**src/rtl/rxls_pkg.sv**
```systemverilog
package rxls_pkg;

   typedef enum logic [2:0] {
      IDLE_FREE      = 3'd0,
      DETECT         = 3'd1,
      MUTE_WAIT_LOCK = 3'd2,
      LOCKED         = 3'd3,
      HOLD_LAST      = 3'd4
   } seq_state_t;

   // rate codes: 0=48k 1=32k 2=44.1k 3=88.2k 4=96k
   localparam logic [2:0] RATE_48K = 3'd0;

   function automatic logic [2:0] strap_to_rate(input logic [2:0] strap);
      logic [2:0] r;
      if (strap <= 3'd4) r = strap;
      else               r = RATE_48K;
      return r;
   endfunction

endpackage

```
**src/rtl/rxls_sync.sv**
```systemverilog
module rxls_sync #(
   parameter int WIDTH  = 1,
   parameter int STAGES = 2
) (
   input  logic             clk,
   input  logic             rst_n,
   input  logic [WIDTH-1:0] d,
   output logic [WIDTH-1:0] q
);
   initial begin
      assert (STAGES >= 2) else $error("rxls_sync: STAGES must be >= 2");
      assert (WIDTH >= 1)  else $error("rxls_sync: WIDTH must be >= 1");
   end

   for (genvar b = 0; b < WIDTH; b++) begin : g_bit
      logic [STAGES-1:0] chain;
      always_ff @(posedge clk or negedge rst_n) begin
         if (!rst_n) chain <= '0;
         else        chain <= {chain[STAGES-2:0], d[b]};
      end
      assign q[b] = chain[STAGES-1];
   end
endmodule

```
**src/rtl/rxls_activity.sv**
```systemverilog
module rxls_activity #(
   parameter int LOSS_CYC = 1024
) (
   input  logic clk,
   input  logic rst_n,
   input  logic line_lvl,
   output logic rise,
   output logic silent
);
   localparam int CW = $clog2(LOSS_CYC + 1);
   localparam logic [CW-1:0] LIMIT = CW'(LOSS_CYC);

   logic          prev_q;
   logic [CW-1:0] quiet_q;

   initial assert (LOSS_CYC >= 2) else $error("rxls_activity: LOSS_CYC must be >= 2");

   assign rise   = line_lvl & ~prev_q;
   assign silent = (quiet_q == LIMIT);

   always_ff @(posedge clk or negedge rst_n) begin
      if (!rst_n) begin
         prev_q  <= 1'b0;
         quiet_q <= '0;
      end else begin
         prev_q <= line_lvl;
         if (rise)         quiet_q <= '0;
         else if (!silent) quiet_q <= quiet_q + 1'b1;
      end
   end
endmodule

```
**src/rtl/rxls_fsm.sv**
```systemverilog
module rxls_fsm
   import rxls_pkg::*;
#(
   parameter int EDGE_MIN = 10,
   parameter int TMO_CYC  = 1000
) (
   input  logic       clk,
   input  logic       rst_n,
   input  logic       rise,
   input  logic       silent,
   input  logic       pll_locked,
   output seq_state_t state,
   output logic       leaving_lock,
   output logic       ever_locked
);
   localparam int EW = $clog2(EDGE_MIN + 1);
   localparam int TW = $clog2(TMO_CYC + 1);
   localparam logic [EW-1:0] EDGE_LAST = EW'(EDGE_MIN - 1);
   localparam logic [TW-1:0] TMO_LAST  = TW'(TMO_CYC - 1);

   initial begin
      assert (EDGE_MIN >= 1) else $error("rxls_fsm: EDGE_MIN must be >= 1");
      assert (TMO_CYC >= 2)  else $error("rxls_fsm: TMO_CYC must be >= 2");
   end

   seq_state_t    st_q, st_d;
   logic [EW-1:0] edges_q;
   logic [TW-1:0] tmo_q;
   logic          ever_q;
   seq_state_t    after_quiet;
   seq_state_t    after_first;

   assign after_quiet = ever_q ? HOLD_LAST : IDLE_FREE;
   assign after_first = (EDGE_MIN <= 1) ? MUTE_WAIT_LOCK : DETECT;

   always_comb begin
      st_d = st_q;
      unique case (st_q)
         IDLE_FREE, HOLD_LAST:
            if (rise) st_d = after_first;
         DETECT:
            if (rise && edges_q >= EDGE_LAST) st_d = MUTE_WAIT_LOCK;
            else if (silent)                  st_d = after_quiet;
         MUTE_WAIT_LOCK:
            if (pll_locked)              st_d = LOCKED;
            else if (silent)             st_d = after_quiet;
            else if (tmo_q == TMO_LAST)  st_d = DETECT;
         LOCKED:
            if (silent)           st_d = HOLD_LAST;
            else if (!pll_locked) st_d = MUTE_WAIT_LOCK;
         default: st_d = IDLE_FREE;
      endcase
   end

   always_ff @(posedge clk or negedge rst_n) begin
      if (!rst_n) begin
         st_q    <= IDLE_FREE;
         edges_q <= '0;
         tmo_q   <= '0;
         ever_q  <= 1'b0;
      end else begin
         st_q <= st_d;
         if (st_d == DETECT && st_q != DETECT) edges_q <= rise ? EW'(1) : '0;
         else if (st_q == DETECT && rise)      edges_q <= edges_q + 1'b1;
         if (st_q == MUTE_WAIT_LOCK && st_d == MUTE_WAIT_LOCK) tmo_q <= tmo_q + 1'b1;
         else                                                  tmo_q <= '0;
         if (st_q == LOCKED) ever_q <= 1'b1;
      end
   end

   assign state        = st_q;
   assign leaving_lock = (st_q == LOCKED) && (st_d != LOCKED);
   assign ever_locked  = ever_q;
endmodule

```
**src/rtl/rxls_unlock.sv**
```systemverilog
module rxls_unlock (
   input  logic clk,
   input  logic rst_n,
   input  logic frame_lvl,
   input  logic in_lock,
   input  logic leaving_lock,
   output logic frame_edge,
   output logic unlock
);
   logic frame_prev_q, pend_q, unlock_q;

   assign frame_edge = frame_lvl ^ frame_prev_q;
   assign unlock     = unlock_q;

   always_ff @(posedge clk or negedge rst_n) begin
      if (!rst_n) begin
         frame_prev_q <= 1'b0;
         pend_q       <= 1'b0;
         unlock_q     <= 1'b1;
      end else begin
         frame_prev_q <= frame_lvl;
         if (leaving_lock) begin
            pend_q <= 1'b1;
         end else if (in_lock) begin
            pend_q   <= 1'b0;
            unlock_q <= 1'b0;
         end else if (pend_q && frame_edge) begin
            pend_q   <= 1'b0;
            unlock_q <= 1'b1;
         end
      end
   end
endmodule

```
**src/rtl/rx_lock_seq.sv**
```systemverilog
module rx_lock_seq
   import rxls_pkg::*;
#(
   parameter int REF_HZ       = 24_576_000,
   parameter int EDGE_MIN     = 10,
   parameter int LOSS_CYC     = 1024,
   parameter int SYNC_STAGES  = 2,
   parameter bit HOLD_TRACKED = 1'b1
) (
   input  logic       clk,
   input  logic       rst_n,
   input  logic       serial_in,
   input  logic       pll_locked,
   input  logic [2:0] rate_strap,
   input  logic [2:0] tracked_rate,
   input  logic       frame_clk,
   output logic       clk_src_recovered,
   output logic [2:0] free_rate,
   output logic       data_mute,
   output logic       unlock
);
   localparam int TMO_CYC = REF_HZ / 1000;

   initial assert (REF_HZ >= 2000) else $error("rx_lock_seq: REF_HZ too small");

   logic [1:0] async_in, async_q;
   logic       line_lvl, frame_lvl;
   logic       rise, silent, leaving_lock, ever_locked, frame_edge;
   seq_state_t st;

   assign async_in  = {frame_clk, serial_in};
   assign line_lvl  = async_q[0];
   assign frame_lvl = async_q[1];

   rxls_sync #(.WIDTH(2), .STAGES(SYNC_STAGES)) i_sync (
      .clk(clk), .rst_n(rst_n), .d(async_in), .q(async_q)
   );

   rxls_activity #(.LOSS_CYC(LOSS_CYC)) i_act (
      .clk(clk), .rst_n(rst_n), .line_lvl(line_lvl), .rise(rise), .silent(silent)
   );

   rxls_fsm #(.EDGE_MIN(EDGE_MIN), .TMO_CYC(TMO_CYC)) i_fsm (
      .clk(clk), .rst_n(rst_n), .rise(rise), .silent(silent),
      .pll_locked(pll_locked), .state(st), .leaving_lock(leaving_lock),
      .ever_locked(ever_locked)
   );

   rxls_unlock i_unl (
      .clk(clk), .rst_n(rst_n), .frame_lvl(frame_lvl), .in_lock(st == LOCKED),
      .leaving_lock(leaving_lock), .frame_edge(frame_edge), .unlock(unlock)
   );

   if (HOLD_TRACKED) begin : g_hold
      logic [2:0] held_q;
      always_ff @(posedge clk or negedge rst_n) begin
         if (!rst_n)            held_q <= RATE_48K;
         else if (st == LOCKED) held_q <= tracked_rate;
      end
      assign free_rate = ever_locked ? held_q : strap_to_rate(rate_strap);
   end else begin : g_snap
      logic unused_ok;
      assign unused_ok = ^{tracked_rate, ever_locked};
      assign free_rate = strap_to_rate(rate_strap);
   end

   assign clk_src_recovered = (st == LOCKED);
   assign data_mute         = (st != LOCKED);
endmodule

```
**config.mk**
```make
export PLATFORM = sky130hd
export DESIGN_NAME = rx_lock_seq
export DESIGN_NICKNAME = d
export VERILOG_FILES = /design/src/rtl/rxls_pkg.sv /design/src/rtl/rxls_sync.sv /design/src/rtl/rxls_activity.sv /design/src/rtl/rxls_fsm.sv /design/src/rtl/rxls_unlock.sv /design/src/rtl/rx_lock_seq.sv
export SDC_FILE = /design/constraint.sdc
export NUM_CORES = 1
export LEC_CHECK = 0
export BUFFER_PORTS_ARGS = -buffer_cell sky130_fd_sc_hd__buf_2
export CORE_ASPECT_RATIO = 0.9
export CORE_MARGIN = 2
export CORE_UTILIZATION = 40
export CTS_CLUSTER_DIAMETER = 150
export DETAILED_ROUTE_END_ITERATION = 8
export SLEW_MARGIN = 40
export SYNTH_ARGS = -nofsm -noshare
export SYNTH_HDL_FRONTEND = slang
export SYNTH_SLANG_ARGS = --single-unit
```
**constraint.sdc**
```tcl
create_clock -name clk -period 2.6 [get_ports clk]
set_input_delay 0.52 -clock clk [delete_from_list [all_inputs] [get_ports clk]]
set_output_delay 0.52 -clock clk [all_outputs]
set_load 0.01 [all_outputs]
```
==> results.md, run 1 <==
- Outcome: finished clean
- Ant diodes: 0
- Setup CP Type: reg2reg
- Starting Density: 41.81%
- CP cell instances: inv_1 -> ha_1 -> or3b_4 -> a211oi_2 -> a211oi_1 -> or4_1 -> o211a_1
- Final min period: 2120 ps
- Tot GR Track Use: 14.11%
- Pin count of the biggest net entering global routing: 27
- Final hold slack: 155.7 ps
- Ys async rst share: 100.0%
- Yosys cell types: 47
- Clock buffer depth: 2
- I/O Buffers: 16
- Synth Cell Area: 2223 µm²
- Gr ovfl total: 0
- Endpoints failing setup: 0
- Relative slew slack: 59.15%
- Critical path launch point type: flip-flop
- Setup TNS: 0 ps
- WL per Instance: 12.79 µm
- Vias in the first global route: 1448
- Die height: 74.73 µm
- Commonest non-fill, non-tap cell in the layout: dfrtp_1
- Clock sink total: 45
- Data arrival, critical path: 2300 ps
- Actual slew at the worst max-slew pin: 610.9 ps
- Syn avg cell area: 10.06 µm²
- Footprint of the multi-input gates: 1010 µm²
- Root buf cell: clkbuf_8
- Synth warn: 0
- Final Slew Violations: 0
- First-pass GRT wire length: 6679 µm
- Slowest stage delay, CP: 490 ps
- Commonest non-fill, non-tap cells in the layout: dfrtp_1 (44), nor2_1 (36), buf_2 (16)
- Yosys top cell area share: 49.52%
- Worst VDD drop: 301.1 µV
- Max_cap viols: 0
- Worst Path Max Fanout: 5
- Full die area: 6172 µm²
- Drt first pass iters: 4
- Via count: 1575
- Final Hold Fails: 0
- Antenna violations before repair: 0
- Vias per cell: 5.114
- Routed Wire Length: 3940 µm
- #FFs+latches synth: 45
- ANT nets after route: 0
- Clock transition at the registers of the reported paths: 90 ps
- Tightest Hold Check Type: in2async
- Hold_buf cts: 0
- Cells after synthesis: 221
- CORE AREA: 5318 µm²
- Post-synth EDFFs: 0
- Filler cell count: 519
- Final #Nets: 257
- Post-CTS setup buffer count: 0
- H-tree Lvls: 2
- Flop2flop setup slack: 480 ps
- Layout cells sized above 1: 14.94%
- Main flop type after synthesis: dfrtp_1
- Pwr Density: 669.6 nW/µm²
- Finished Core Util: 47.13%
- Period utilization: 81.54%
- Synth top area cells: dfrtp_1 (50%), nor2_1 (6.1%), xnor2_1 (5.1%), xor2_1 (3.9%), ha_1 (3.4%)
- Clock Skew: 8.883 ps
- Fmax achieved: 471.7 MHz
- GP Congestion: 0.8010
- Cell leakage power: 1.093 nW
- Critical path required time: 2780 ps
- Clk Latency, worst-skew pair: 290 ps
- Inserted Clock Buffers: 5
- # rows: 25
- DRC Markers: 0
- Dpl hpwl: 2784 µm
- Synth area leader: dfrtp_1
- Layout area overhead: 12.72%
- CTS tree: built
- Power Total: 1.678 mW
- Slowest CP cell: or4_1
- Drt initial violations: 56
- RSZ-0062 raised after global routing: no
- FF+latch area: 1127 µm²
- Crit end category: flip-flop
- Syn_nets: 238
- Post-CTS Resized: 0
- Die Span X: 82.59 µm
- Seq/Total Area, Yosys: 50.70%
- I/O pin cnt: 17
==> flip-flops by register name, indices dropped and copies added (netlist names) <==
| signal | count |
|---|---|
| g_hold.held_q | 3 |
| i_fsm.ever_locked | 1 |
| i_fsm.state | 3 |
| i_unl.unlock | 1 |
| i_unl.frame_prev_q | 1 |
| i_sync.g_bit.chain | 4 |
| i_fsm.tmo_q | 15 |
| i_fsm.edges_q | 4 |
| i_unl.pend_q | 1 |
| i_act.quiet_q | 11 |
| i_act.prev_q | 1 |
==> routing by layer <==
metal  part of all wire [%]  global-route usage [%]  vias to the layer above
met5                      0                       0                        -
met4                   0.86                   3.825                        0
met3                    2.4                   3.957                        4
met1                     51                   20.02                      762
li1                       -                       -                      792
met2                     45                   21.42                       17
==> critical path, delay by kind of cell (launching register included) <==
family                     cells  cell delay, ps
AOI/OAI and AO/OA              3             440
buffers and inverters          1             120
and+or+nand+nor                2             870
adders and majority gates      1             140
DFF                            1             430
==> final timing paths <==
kind                                     startpoint                        to  cells after the start
min                                           rst_n         i_act.quiet_q[10]                      1
max reg2reg                        i_fsm.edges_q[0]          i_fsm.edges_q[0]                      7
min reg2reg                i_sync.g_bit[1].chain[0]  i_sync.g_bit[1].chain[1]                      0
max in group asynchronous                     rst_n              i_unl.unlock                      2
min in group clk                          frame_clk  i_sync.g_bit[1].chain[0]                      1
max                                i_fsm.edges_q[0]          i_fsm.edges_q[0]                      7
==> cell usage after synthesis (4+ instances only) <==
library cell and n:
nand2_1 12, dfrtp_1 44, xnor2_1 13, nor2_1 36, inv_1 13, and3_1 4, nand4_1 7, nand2b_1 7
xor2_1 10, ha_1 6, nand3_1 11, a21oi_1 5
==> layout make-up <==
| type | instances | area share, % |
|---|---|---|
| Timing Repair Buffer | 19 | 4.094 |
| Clock inverter | 3 | 2.596 |
| Clock buffer | 5 | 2.746 |
| Tap cell | 67 | 3.345 |
| Inverter | 13 | 1.947 |
| Sequential cell | 45 | 44.98 |
| Multi-Input combinational cell | 156 | 40.29 |
==> per-stage QoR <==
stage               std cells  instance area, µm²  setup WS [ps]
floorplan                 221                2223          636.3
global placement          300                2372          499.4
detailed placement        300                2372          488.6
CTS                       308                2506          473.0
global route              308                2506          362.8
finish                    308                2506          479.9
==> power breakdown <==
group / total [mW] / switching (mW) / internal (mW)
clock network: 0.612 / 0.230 / 0.382
registers: 0.831 / 0.0632 / 0.768
logic: 0.235 / 0.124 / 0.111
==> cell families (layout without fill, tap and decap cells) <==
logic type,count (synthesis),after routing,share of synthesized area (%)
AOI/OAI and AO/OA,26,26,8.273
muxes,4,4,1.970
buffers and inverters,20,40,3.883
DFF,45,45,50.70
xor gates and xnor gates,23,23,9.060
and+or+nand+nor,97,97,22.73
adders and majority gates,6,6,3.376
(Power assumes the default switching activity.)
==> run 2, diff against run 1 <==
--- a/config.mk
+++ b/config.mk
@@ -5,6 +5,7 @@
 export SDC_FILE = /design/constraint.sdc
 export NUM_CORES = 1
 export LEC_CHECK = 0
+export ABC_AREA = 1
 export BUFFER_PORTS_ARGS = -buffer_cell sky130_fd_sc_hd__buf_2
 export CORE_ASPECT_RATIO = 0.9
 export CORE_MARGIN = 2
==> constraint.sdc (replaced) <==
create_clock -name clk -period 1.8 [get_ports clk]
set_input_delay 0.36 -clock clk [delete_from_list [all_inputs] [get_ports clk]]
set_output_delay 0.36 -clock clk [all_outputs]
set_load 0.01 [all_outputs]
==> run 2 against run 1 <==
Against the previous run:
- first-iteration DRC count increased by 36%
- final cell count increased by 33%
- clock power increased by 32%
- non-clock buffer count increased by 29
- sequential cell count unchanged
- largest cell class is now multi-input gates
- sequential share of layout area decreased by 7.1 points
- worst setup slack got worse by 430 ps
- global-route usage increased by 1.9 points
==> results.md, run 2 <==
- Outcome: finished clean
- Crit path from: i_fsm.tmo_q[0]
- Via count: 1933 (+23%)
- Cell family with most CP delay: simple AND/OR/NAND/NOR gates
- Clock transition at the registers of the reported paths: 80 ps (about the same)
- Pin count of the biggest net entering global routing: 30 (+11%)
- Biggest regs: i_fsm.tmo_q x15, i_act.quiet_q x11
- Crit end category: flip-flop
- Inserted Clock Buffers: 5 (unchanged)
- Worst Path Buf+Inv: 1 (unchanged)
- Commonest non-fill, non-tap cells in the layout: nand2_1 (58), dfrtp_1 (42), inv_1 (40)
- Drt initial violations: 76 (+36%)
- Drt first pass iters: 4 (unchanged)
- Critical path launch point type: flip-flop
- Commonest non-fill, non-tap cell in the layout: nand2_1
- Pre-CTS setup slack: -83.83 ps (-572.5 ps)
- Ys async rst share: 100.0% (unchanged)
- Gr ovfl total: 0 (unchanged)
- Actual slew at the worst max-slew pin: 419.4 ps (-191.5 ps)
- Clock Skew: 7.799 ps (-1.083 ps)
- Seq/Total Area, Yosys: 49.32% (-1.4 points)
- Relative slew slack: 71.82% (+13 points)
- Post-synth top cells: nand2_1 (71), dfrtp_1 (44), inv_1 (43)
- Tot GR Track Use: 16.01% (+1.9 points)
- Final min period: 1746 ps (-373.7 ps)
- Clock network power share: 32.0% (-4.5 points)
- Period utilization: 97.02% (+15 points)
- WP depth: 13 (+6)
- R2R depth: 13 (+6)
- Layout cells sized above 1: 31.18% (+16 points)
- Setup CP Type: reg2reg
- Full die area: 6336 µm² (+2.7%)
- Yosys cell types: 28 (-40%)
- Vias in the first global route: 1796 (+24%)
- Die Span X: 83.69 µm (+1.3%)
- Max_cap viols: 0 (unchanged)
- First-pass GRT wire length: 8073 µm (+21%)
- #FFs+latches synth: 45 (unchanged)
- Critical path required time: 1980 ps (-800 ps)
- Cells after synthesis: 285 (+29%)
- Final Slew Violations: 0 (unchanged)
- Antenna violations before repair: 0 (unchanged)
- WL per Instance: 11.87 µm (-7.2%)
- Comb pwr share: 21.1% (+7.1 points)
- Slowest CP cell: dfrtp_1
- Worst Path Max Fanout: 3 (-2)
- Synth area leader: dfrtp_1
- I/O Buffers: 16 (unchanged)
- # rows: 26 (+4.0%)
- Crit Reg-Reg Startpoint: i_fsm.tmo_q[0]
- Root buf cell: clkbuf_8
- Synth warn: 0 (unchanged)
- Post-synth EDFFs: 0 (unchanged)
- CP cell instances: ha_2 -> nand2_2 -> nor2_4 -> nand2_2 -> nor2_2 -> nand2_2 -> nand3_4 -> buf_4 -> nand2_2 -> nand2_2 -> nand3_2 -> nand3_2 -> nand3_2
- ANT nets after route: 0 (unchanged)
- Layout area overhead: 30.43%
- DRC Markers: 0 (unchanged)
- Final #Nets: 356 (+39%)
- Die height: 75.72 µm (+1.3%)
- Clk Latency, worst-skew pair: 300 ps (about the same)
- Hold Path Depth: 1
- Tightest Hold Check Type: in2reg
- CTS tree: built
- Sw Share: 28.31% (+3.4 points)
- H-tree Lvls: 2 (unchanged)
- Setup WS post-layout: 53.58 ps (-426.3 ps)
- Reg power frac: 46.9% (-2.6 points)
- Dpl hpwl: 3339 µm (+20%)
- Data arrival, critical path: 1930 ps (-370 ps)
- Hold wc startpoint: serial_in
- Power Internal: 1.808 mW (+43%)
- Filler cell count: 526 (+1.3%)
- Cell leakage power: 1.434 nW (+31%)
- CORE AREA: 5595 µm² (+5.2%)
- Main flop type after synthesis: dfrtp_1
- Vias per cell: 4.715 (-7.8%)
- Worst VDD drop: 430.7 µV (+43%)
- Endpoints failing setup: 0 (unchanged)
- Count leader, synth: nand2_1
- Starting Density: 40.85% (-0.96 points)
- RSZ-0062 raised after global routing: yes
- Sw power: 713.9 µW (+71%)
- Power Total: 2.522 mW (+50%)
- Final hold slack: 164.8 ps (+9.115 ps)
- Yosys top cell area share: 48.17% (-1.4 points)
- Register name with the most flops: i_fsm.tmo_q
- Max reg flops: 15 (unchanged)
- Final Hold Fails: 0 (unchanged)
- Finished Core Util: 53.29% (+6.2 points)
- Synth Cell Area: 2286 µm² (+2.8%)
- Clock sink total: 45 (unchanged)
- Fmax achieved: 572.6 MHz (+21%)
- Ant diodes: 0 (unchanged)
- I/O pin cnt: 17 (unchanged)
- Syn avg cell area: 8.021 µm² (-20%)
- Routed Wire Length: 4868 µm (+24%)
- Pwr Density: 845.7 nW/µm² (+26%)
- Synth top area cells: dfrtp_1 (48%), nand2_1 (12%), inv_1 (7.1%), nor2_1 (6.7%), nand3_1 (3.5%)
- Critical Path Most Common Cell: nand2_2
- Slowest stage delay, CP: 360 ps (-130 ps)
- GP Congestion: 0.7711 (-3.7%)
- Syn_nets: 302 (+27%)
- Clock buffer depth: 2 (unchanged)
## run 2: cell count changes after synthesis, sizes merged, moves of 5 or more
| cell | previous run | this run |
|---|---|---|
| nand2 | 12 | 72 |
| nand2b | 7 | 0 |
| o21ai | 3 | 8 |
| xnor2 | 13 | 1 |
| nor3 | 2 | 14 |
| nor2 | 37 | 43 |
| nand3 | 12 | 17 |
| inv | 13 | 46 |
| a21oi | 5 | 12 |
## run 2: area by class of cell
| type | instances | area, µm² | area share (%) |
|---|---|---|---|
| Inverter | 46 | 172.7 | 5.791 |
| Tap cell | 70 | 87.58 | 2.937 |
| Sequential cell | 45 | 1130 | 37.89 |
| Clock inverter | 2 | 37.54 | 1.259 |
| Clock buffer | 6 | 82.58 | 2.770 |
| Multi-Input combinational cell | 193 | 1132 | 37.98 |
| Timing Repair Buffer | 48 | 339.1 | 11.37 |
## run 2: worst paths after layout
check / endpoint / slack [ps]
min in group asynchronous: i_sync.g_bit[0].chain[0] / 530
worst max-delay path: i_fsm.edges_q[0] / 50
worst max register to register: i_fsm.edges_q[0] / 50
max in group asynchronous: i_unl.unlock / 710
worst min register to register: i_sync.g_bit[0].chain[1] / 350
worst min-delay path: i_sync.g_bit[0].chain[0] / 160
## run 2: logic make-up (layout without fill, tap and decap cells)
| kind of cell | after synthesis | in the layout | share of synthesized area, % |
|---|---|---|---|
| AO/OA/AOI/OAI | 26 | 26 | 6.624 |
| AND/OR/NAND/NOR | 152 | 153 | 29.45 |
| XOR/XNOR | 8 | 8 | 3.065 |
| adder cells (fa/ha/maj) | 6 | 6 | 3.284 |
| buffers and inverters | 48 | 102 | 8.264 |
| flip-flops | 45 | 45 | 49.32 |
## run 2: timing repair
item / 4_1_cts / 5_1_grt
hold endpoints to repair: 16 / 0
pin swaps: 3 / 13
cloned: 1 / 0
endpoints found under the setup margin: 17 / 23
resized for setup: 4 / 41
hold buffers: 1 / 0
setup buffers: 0 / 8
## run 2: layer usage
metal,GRT usage (%),part of all wire (%)
met2,25.51,45
met3,3.034,2.7
met5,0,0
met4,5.376,1.1
met1,22.42,51
## run 2: metrics by stage
step / TNS, ps / std cells / instance area [µm²]
final: 0 / 410 / 2982
after detailed placement: -295.0 / 392 / 2623
after CTS: -95.77 / 402 / 2778
after global routing: -447.7 / 410 / 2982
after global placement: -31.81 / 392 / 2623
after floorplan: 0 / 285 / 2286
## run 2: power groups by stage
stage / clock network, mW / registers, mW / logic (mW)
floorplan: 0 / 1.19 / 0.249
global placement: 0 / 1.20 / 0.436
detailed placement: 0 / 1.20 / 0.441
CTS: 0.830 / 1.18 / 0.449
global route: 0.864 / 1.20 / 0.605
finish: 0.806 / 1.18 / 0.532
